`src/rtl/rtk_pkg.sv`:
```
package rtk_pkg;
    typedef enum logic [2:0] {
        OP_CREATE = 3'd0,
        OP_LOAD   = 3'd1,
        OP_PEND   = 3'd2,
        OP_POST   = 3'd3,
        OP_ENTER  = 3'd4,
        OP_EXIT   = 3'd5,
        OP_RUN    = 3'd6,
        OP_NONE   = 3'd7
    } op_e;
endpackage

```
`src/rtl/rtk_hi_pick.sv`:
```
// Returns the index of the highest set request bit (highest priority).
module rtk_hi_pick #(
    parameter int N = 5,
    parameter int W = 3
) (
    input  logic [N-1:0] req,
    output logic [W-1:0] idx,
    output logic         any
);
    always_comb begin
        idx = '0;
        any = |req;
        for (int i = 0; i < N; i++) begin
            if (req[i]) idx = W'(i);
        end
    end
endmodule

```
`src/rtl/rtk_sched.sv`:
```
module rtk_sched #(
    parameter int MAX_TASKS = 4,
    parameter int NUM_SEMS  = 4,
    parameter int LVL_W     = 3,
    localparam int NSLOT    = MAX_TASKS + 1,
    localparam int TW       = $clog2(NSLOT),
    localparam int SW       = (NUM_SEMS > 1) ? $clog2(NUM_SEMS) : 1,
    localparam int CW       = $clog2(NSLOT + 1)
) (
    input  logic          clk,
    input  logic          rst_n,
    input  logic          cmd_valid,
    output logic          cmd_ready,
    input  logic [2:0]    cmd_op,
    input  logic [SW-1:0] cmd_sem,
    input  logic [7:0]    cmd_arg,
    output logic [TW-1:0] cur_task,
    output logic          switch_req,
    output logic          err
);
    import rtk_pkg::*;

    typedef struct packed {
        logic [NSLOT-1:0]              blk;
        logic [NSLOT-1:0][SW-1:0]      wsem;
        logic [NUM_SEMS-1:0][7:0]      val;
        logic [CW-1:0]                 cnt;
        logic [LVL_W-1:0]              lvl;
        logic [TW-1:0]                 cur;
        logic                          busy;
        logic                          sched;
        logic                          sw;
        logic                          err;
    } st_t;

    st_t q, d;

    logic [NSLOT-1:0] rdy_vec, wait_vec;
    logic [TW-1:0]    run_idx, wake_idx;
    logic             run_any, wake_any;

    // Per-slot qualification vectors
    for (genvar g = 0; g < NSLOT; g++) begin : g_slot
        logic exists;
        assign exists      = (CW'(g) < q.cnt);
        assign rdy_vec[g]  = exists && !q.blk[g];
        assign wait_vec[g] = exists && q.blk[g] && (q.wsem[g] == cmd_sem);
    end

    rtk_hi_pick #(.N(NSLOT), .W(TW)) u_run_pick (
        .req(rdy_vec), .idx(run_idx), .any(run_any)
    );

    rtk_hi_pick #(.N(NSLOT), .W(TW)) u_wake_pick (
        .req(wait_vec), .idx(wake_idx), .any(wake_any)
    );

    always_comb begin
        logic [7:0] old_v;
        d       = q;
        d.busy  = 1'b0;
        d.sched = 1'b0;
        d.sw    = 1'b0;
        old_v   = q.val[cmd_sem];
        if (q.busy) begin
            if (q.sched && q.lvl == '0 && run_any) begin
                d.cur = run_idx;
                d.sw  = (run_idx != q.cur);
            end
        end else if (cmd_valid) begin
            d.busy = 1'b1;
            case (op_e'(cmd_op))
                OP_CREATE: begin
                    if (q.cnt < CW'(NSLOT)) begin
                        for (int i = 0; i < NSLOT; i++)
                            if (CW'(i) == q.cnt) d.blk[i] = 1'b0;
                        d.cnt = q.cnt + 1'b1;
                    end else begin
                        d.err = 1'b1;
                    end
                end
                OP_LOAD: d.val[cmd_sem] = cmd_arg;
                OP_PEND: begin
                    if ($signed(old_v) <= 0 && q.cur == '0) begin
                        d.err = 1'b1;
                    end else begin
                        d.val[cmd_sem] = old_v - 8'd1;
                        d.sched        = 1'b1;
                        if ($signed(old_v) <= 0) begin
                            for (int i = 0; i < NSLOT; i++)
                                if (TW'(i) == q.cur) begin
                                    d.blk[i]  = 1'b1;
                                    d.wsem[i] = cmd_sem;
                                end
                        end
                    end
                end
                OP_POST: begin
                    d.val[cmd_sem] = old_v + 8'd1;
                    d.sched        = 1'b1;
                    if (wake_any)
                        for (int i = 0; i < NSLOT; i++)
                            if (TW'(i) == wake_idx) d.blk[i] = 1'b0;
                end
                OP_ENTER: begin
                    if (q.lvl == '1) d.err = 1'b1;
                    else             d.lvl = q.lvl + 1'b1;
                end
                OP_EXIT: begin
                    if (q.lvl == '0) begin
                        d.err = 1'b1;
                    end else begin
                        d.lvl   = q.lvl - 1'b1;
                        d.sched = 1'b1;
                    end
                end
                OP_RUN:  d.sched = 1'b1;
                default: ;
            endcase
        end
    end

    always_ff @(posedge clk) begin
        if (!rst_n) begin
            q     <= '0;
            q.cnt <= CW'(1);
        end else begin
            q <= d;
        end
    end

    assign cmd_ready  = !q.busy;
    assign cur_task   = q.cur;
    assign switch_req = q.sw;
    assign err        = q.err;
endmodule

```
`config.mk`:
```
export PLATFORM = sky130hd
export DESIGN_NAME = rtk_sched
export DESIGN_NICKNAME = d
export VERILOG_FILES = /design/src/rtl/rtk_pkg.sv /design/src/rtl/rtk_hi_pick.sv /design/src/rtl/rtk_sched.sv
export SDC_FILE = /design/constraint.sdc
export NUM_CORES = 1
export LEC_CHECK = 0
export ABC_AREA = 1
export BUFFER_PORTS_ARGS = -buffer_cell sky130_fd_sc_hd__buf_2
export CORE_ASPECT_RATIO = 1.75
export CORE_MARGIN = 2
export CORE_UTILIZATION = 45
export CTS_CLUSTER_DIAMETER = 80
export DETAILED_ROUTE_END_ITERATION = 12
export GPL_TIMING_DRIVEN = 0
export PLACE_DENSITY = 0.73
export SLEW_MARGIN = 20
export SYNTH_ARGS = -nofsm -noshare
export SYNTH_HDL_FRONTEND = slang
export SYNTH_HIERARCHICAL = 1
export SYNTH_SLANG_ARGS = --single-unit
```
`constraint.sdc`:
```
create_clock -name clk -period 6.6 [get_ports clk]
set_clock_uncertainty 0.05 [all_clocks]
set_input_delay 0.66 -clock clk [delete_from_list [all_inputs] [get_ports clk]]
set_output_delay 0.66 -clock clk [all_outputs]
set_load 0.02 [all_outputs]
```
* Yosys cells after proc, flatten, opt, wreduce, memory -nomap -nowiden
Cells that the tools add are included.
** Cells by class
- Reductions and logical operators :: 55
- Magnitude comparators :: 9
- Equal/unequal tests :: 50
- $add $sub $neg :: 5
- Bitwise operators :: 4
- Muxes and demuxes :: 53
** Operator list (count)
- bitwise mux 32 bit :: 3
- case mux 32 bit (3 select lines) :: 1
- AND reduction 10 bit :: 5
- inequality test 2 bit (second input constant) :: 24
- two-way mux 47 bit :: 1
- AND reduction 6 bit :: 5
- two-way mux 1 bit :: 23
- two-way mux 2 bit :: 10
- logical AND 1 bit :: 19
- equality test 2 x 3 -> 1 bit (first input constant) :: 6
- binary-select mux 8 bit (select 2 bit) :: 1
- demux 8 bit (select 2 bit) :: 1
- two-way mux 8 bit :: 2
- zero test 3 bit :: 5
- two-way mux 15 bit :: 1
- case mux 5 bit (3 select lines) :: 1
- equality test 3 bit (second input constant) :: 4
- two-way mux 3 bit :: 4
- equality test 2 bit :: 5
- two-way mux 5 bit :: 2
- OR reduction 5 bit :: 2
- equality test 1 x 3 -> 1 bit (first input constant) :: 3
- equality test 3 bit (first input constant) :: 3
- adder 8 x 1 -> 8 bit (second input constant) :: 1
- other kinds (29) :: 44
** Storage, ports and cells
- Logic and storage cells :: 197
- Bits in registers :: 60
- Output and inout bits :: 6

* Depth between registers and ports, before layout
- Depth in word-level cells :: 11
- Gate-level depth with buffers :: 19

* By module
The synthesis kept the hierarchy.
** Modules (own cells, without submodules)
- rtk_sched :: area an instance 5038.6 sq um, cells each 876, instances 1, sequential area each 1201.2 sq um
- rtk_hi_pick :: area an instance 46.3 sq um, cells each 9, instances 2, sequential area each 0.0 sq um

* Worst setup path after synthesis
OpenSTA, ideal clock, no wires.
- Path kind :: input-to-reg
- Start :: in cmd_sem[0]
- End :: reg q[55] (netlist bit)
- Arrival time :: 3145 ps
- Library setup time :: 111 ps
- Path slack :: 3294 ps
- Required time :: 6439 ps
- Buffers on the path :: 3
- Stages :: 13
- Cells stage by stage :: buf_4 > buf_4 > clkbuf_1 > o22ai_1 > a2111oi_0 > nor2_1 > or2_2 > o21ai_0 > inv_1 > nor4_1 > nand4_1 > nand3_1 > inv_1
** Between the ends
- Elaborated cells between the ends (all ways) :: 25
- Classes of those cells :: order compare: 1; eq/ne: 9; mux: 6; reduce/logical: 9
** RTL lines
- from (decl) :: RTL line rtk_sched.sv:15 : input logic [SW-1:0] cmd_sem,
- equality test 2 bit :: RTL line rtk_sched.sv:47 : assign wait_vec[g] = exists && q.blk[g] && (q.wsem[g] == cmd_sem);
- logical AND 1 bit :: RTL line rtk_sched.sv:47
- named net wait_vec[4] :: RTL line rtk_sched.sv:38 : logic [NSLOT-1:0] rdy_vec, wait_vec;
- two-way mux 3 bit :: RTL line rtk_hi_pick.sv:14 : if (req[i]) idx = W'(i);
- named net wake_idx[1] :: RTL line rtk_sched.sv:39 : logic [TW-1:0] run_idx, wake_idx;
- zero test 3 bit :: RTL line rtk_sched.sv:103 : if (TW'(i) == wake_idx) d.blk[i] = 1'b0;
- inequality test 2 bit (no source line)
- AND reduction 10 bit (no source line)
- to (decl) :: RTL line rtk_sched.sv:36 : st_t q, d;
The timed path passes the listed nets, and every way through them passes these cells. The select of a mux whose other input is x is not followed.
A chain may end at the register's enable or synchronous reset.

* Final worst setup path
- Start :: in cmd_sem[0]
- End :: reg q[59] (netlist bit)
** Between the ends
- Elaborated cells between the ends (all ways) :: 25
- Classes of those cells :: order compare: 1; eq/ne: 10; mux: 6; reduce/logical: 8
** RTL lines (RTL line)
- equality test 2 bit :: rtk_sched.sv:47
- logical AND 1 bit :: rtk_sched.sv:47
- named net wait_vec[4] :: rtk_sched.sv:38
- two-way mux 3 bit :: rtk_hi_pick.sv:14
- named net wake_idx[1] :: rtk_sched.sv:39
- equality test 3 bit :: rtk_sched.sv:103
- inequality test 2 bit (no source line)
- AND reduction 10 bit (no source line)
The timed path passes the listed nets, and every way through them passes these cells. The select of a mux whose other input is x is not followed.

==> metrics.csv <==
stage,metric,value,unit
run_status,outcome,finished clean,
sta,fmax,257,MHz
routing,wl_per_cell,17.4,µm
logic_synthesis,synth_seq_area_share,23.4,%
global_routing,grt_pass1_vias,5603,
logic_synthesis,syn-cell-area,0.00513,mm²
logic_synthesis,synth_area_leaders,"nand2_1 24%, dfxtp_1 23%, nor2_1 7.2%",
sta,finalSetupTns,0,ns
routing,drt-pass1-iter-count,6,
place,portBuffers,20,
worst_hold_path,hold_path_class,flop to flop,
worst_setup_path,critical_path_class,primary input to flop,
routing,drc,0,
place,place_congestion,1.03,
clock_network,cts.htree.levels,3,
sta,final-setup-viol-count,0,
worst_setup_path,start_kind,primary input,
layout,design_area,0.00572,mm²
worst_setup_path,endpoint_kind,flop,
routing,vias,5911,
layout,layout.nets,948,
worst_setup_path,rr_worst_depth,13,
floorplan,row_count,51,
logic_synthesis,ys.warnings.count,6,
worst_setup_path,worstPathRequired,6.83,ns
pwr,cellPowerDensity,203,mW/mm²
clock_network,clk_pin_slew_worst_paths,0.05,ns
global_routing,grt_pass1_wl,28800,µm
worst_setup_path,crit_fanout,10,
sta,hold_ws,0.395,ns
clock_network,clock_latency,0.34,ns
floorplan,chipHeight,145,µm
logic_synthesis,yosys.area.top_type,nand2_1,
worst_setup_path,crit_arrival,4.12,ns
global_routing,antenna_found_initial,0,
logic_synthesis,syn-num-nets,917,
pwr,peakVddDrop,0.000143,V
sta,slew_headroom,24.3,%
place,dp_hpwl,13900,µm
logic_synthesis,syn_avg_cell_area,5.74,µm²
global_routing,grt_max_degree,11,
logic_synthesis,synth_seq_cells,60,
clock_network,cts-root-buf,clkbuf_16,
logic_synthesis,synth_top_area_share,23.6,%
floorplan,chipWidth,84.7,µm
sta,slew_violations,0,
routing,drt-total-wl,18500,µm
clock_network,clock_sinks,60,
worst_setup_path,r2r_slack,3.13,ns
clock_network,ctsHoldBuffers,0,
sta,period_share,59.0,%
place,dp_cells,1046,
routing,via_per_inst,5.57,
layout,antenna_cells,0,
clock_network,cts_buffer_depth,2,
clock_network,tritoncts,yes,
floorplan,start_util,46.2,%
clock_network,cts_buffers,9,
worst_setup_path,r2r_start,q[10],
global_routing,grt_use_total,30.3,%
layout,syn2layout_area_growth,11.5,%
clock_network,post-cts-setup-buffers,0,
sta,period_minus_slack,3.89,ns
pwr,leakage,2.91,nW
worst_setup_path,reg2reg_to,q[59],
routing,ant_nets,0,
sta,hold_viol,0,
worst_hold_path,hold_depth,2,
global_routing,grt_overflow,0,
layout,fin_cells,1061,
layout,drive_gt1_share,11.0,%
flow_run,maxCapViolCount,0,
floorplan,dieArea,0.0123,mm²
floorplan,ios,22,
place,dpl_cell_area,0.00540,mm²
worst_hold_path,min_from,q[45],
clock_network,post_cts_resized,0,
sta,worst_pin_slew,1.13,ns
floorplan,core_area,0.0111,mm²
sta,rsz0062_at_grt,false,
logic_synthesis,ys_types,41,
logic_synthesis,postSynthCellCount,894,
worst_hold_path,min_to,q[45],
routing,first_iter_violations,478,
==> cells in the final DEF, fill, tap and decap left out, types with 3 or more instances in the layout <==
| cell type | count |
|---|---|
| or2_2 | 3 |
| nor4_1 | 7 |
| nand3_1 | 73 |
| ha_1 | 6 |
| o22ai_1 | 4 |
| nand2_1 | 322 |
| inv_2 | 6 |
| nor3_1 | 11 |
| buf_4 | 16 |
| clkbuf_1 | 15 |
| o21ai_0 | 26 |
| xor2_1 | 9 |
| dfxtp_1 | 60 |
| inv_1 | 94 |
| nand2_2 | 6 |
| nor2_4 | 9 |
| nand3_2 | 5 |
| clkbuf_16 | 9 |
| a21oi_1 | 59 |
| nand4_1 | 26 |
| buf_2 | 26 |
| nor2_2 | 3 |
| buf_6 | 3 |
| nor2_1 | 99 |
| o211ai_1 | 3 |
==> how the worst max path moves through the flow <==
stage               start  endpoint  slack (ns)  cells after the start
2_1_floorplan  cmd_sem[0]     q[55]        3.29                     13
6_report       cmd_sem[0]     q[59]        2.71                     15
3_5_place_dp   cmd_sem[0]     q[55]        2.48                     14
5_1_grt        cmd_sem[0]     q[59]        2.55                     15
4_1_cts        cmd_sem[0]     q[59]        2.82                     15
3_3_place_gp   cmd_sem[0]     q[59]        2.19                     15
==> cells in the mapped netlist <==
master	number
dfxtp_1	60
buf_6	3
a21oi_2	2
a211oi_1	1
nor3_2	1
nor4_1	7
nand3_4	2
nand2_1	322
nand2_2	6
o21ai_0	26
inv_2	6
nand2_8	1
nand3_1	73
a21oi_1	59
o211ai_1	3
nand4_1	26
o22ai_1	4
nor4_4	1
clkbuf_1	15
ha_1	6
a31oi_1	1
nor2_4	9
nand2_4	1
fa_1	1
nand3b_1	2
nor2_1	99
buf_1	2
nor2_2	3
nand3_2	5
buf_4	16
a2111oi_0	3
or2_2	3
nand3b_2	1
inv_1	94
a311oi_1	1
a221oi_1	1
o31ai_1	1
nor3_1	11
nor2_8	1
buf_2	6
xor2_1	9
==> worst max-delay path, cell delays in order <==
cell,delay (ns)
buf_2,0.11
buf_4,0.18
buf_4,0.21
clkbuf_1,0.48
o22ai_1,0.17
a2111oi_1,0.91
nor2_1,0.19
or2_2,0.35
o21ai_0,0.13
o21ai_0,0.14
nor4_1,0.22
nand2_1,0.14
nand2_1,0.08
nand2_1,0.04
nor2_1,0.09
==> stage by stage <==
| stage | setup WS, ns | utilization [%] | total power [mW] |
|---|---|---|---|
| CTS | 2.82 | 51.5 | 1.15 |
| global placement | 2.19 | 48.6 | 0.623 |
| finish | 2.71 | 51.5 | 1.16 |
| floorplan | 3.29 | - | 0.556 |
| detailed placement | 2.48 | 48.6 | 0.624 |
| global route | 2.55 | 51.5 | 1.20 |
==> layout make-up <==
| cell class | count | area, µm² |
|---|---|---|
| fill | 1225 | 5380 |
| multi-input combinational | 692 | 3310 |
| clock buffer | 11 | 253 |
| tap | 132 | 165 |
| inverter | 100 | 375 |
| clock inverter | 4 | 72.6 |
| buffer | 42 | 248 |
| sequential | 60 | 1200 |
| timing repair buffer | 20 | 100 |
==> report_power, final <==
part	switching [mW]	total (mW)	internal, mW
logic	0.171	0.239	0.0675
registers	0.0104	0.385	0.375
clock network	0.191	0.540	0.349
total	0.373	1.16	0.791
==> layer usage <==
| layer | track usage (%) | wire (µm) | vias up |
|---|---|---|---|
| met1 | 30.0 | 6220 | 2645 |
| li1 | - | - | 2910 |
| met4 | 23.7 | 1680 | 0 |
| met5 | 0 | 0 | - |
| met2 | 53.5 | 9460 | 253 |
| met3 | 5.92 | 1110 | 103 |
==> cell families after synthesis <==
kind of cell	after synthesis	share of synthesized area [%]
AND/OR/NAND/NOR	574	50.2
buffers and inverters	142	12.1
AO/OA/AOI/OAI	102	10.8
flip-flops	60	23.4
XOR/XNOR	9	1.54
adder cells (fa/ha/maj)	7	1.85
(Power assumes the default switching activity.)
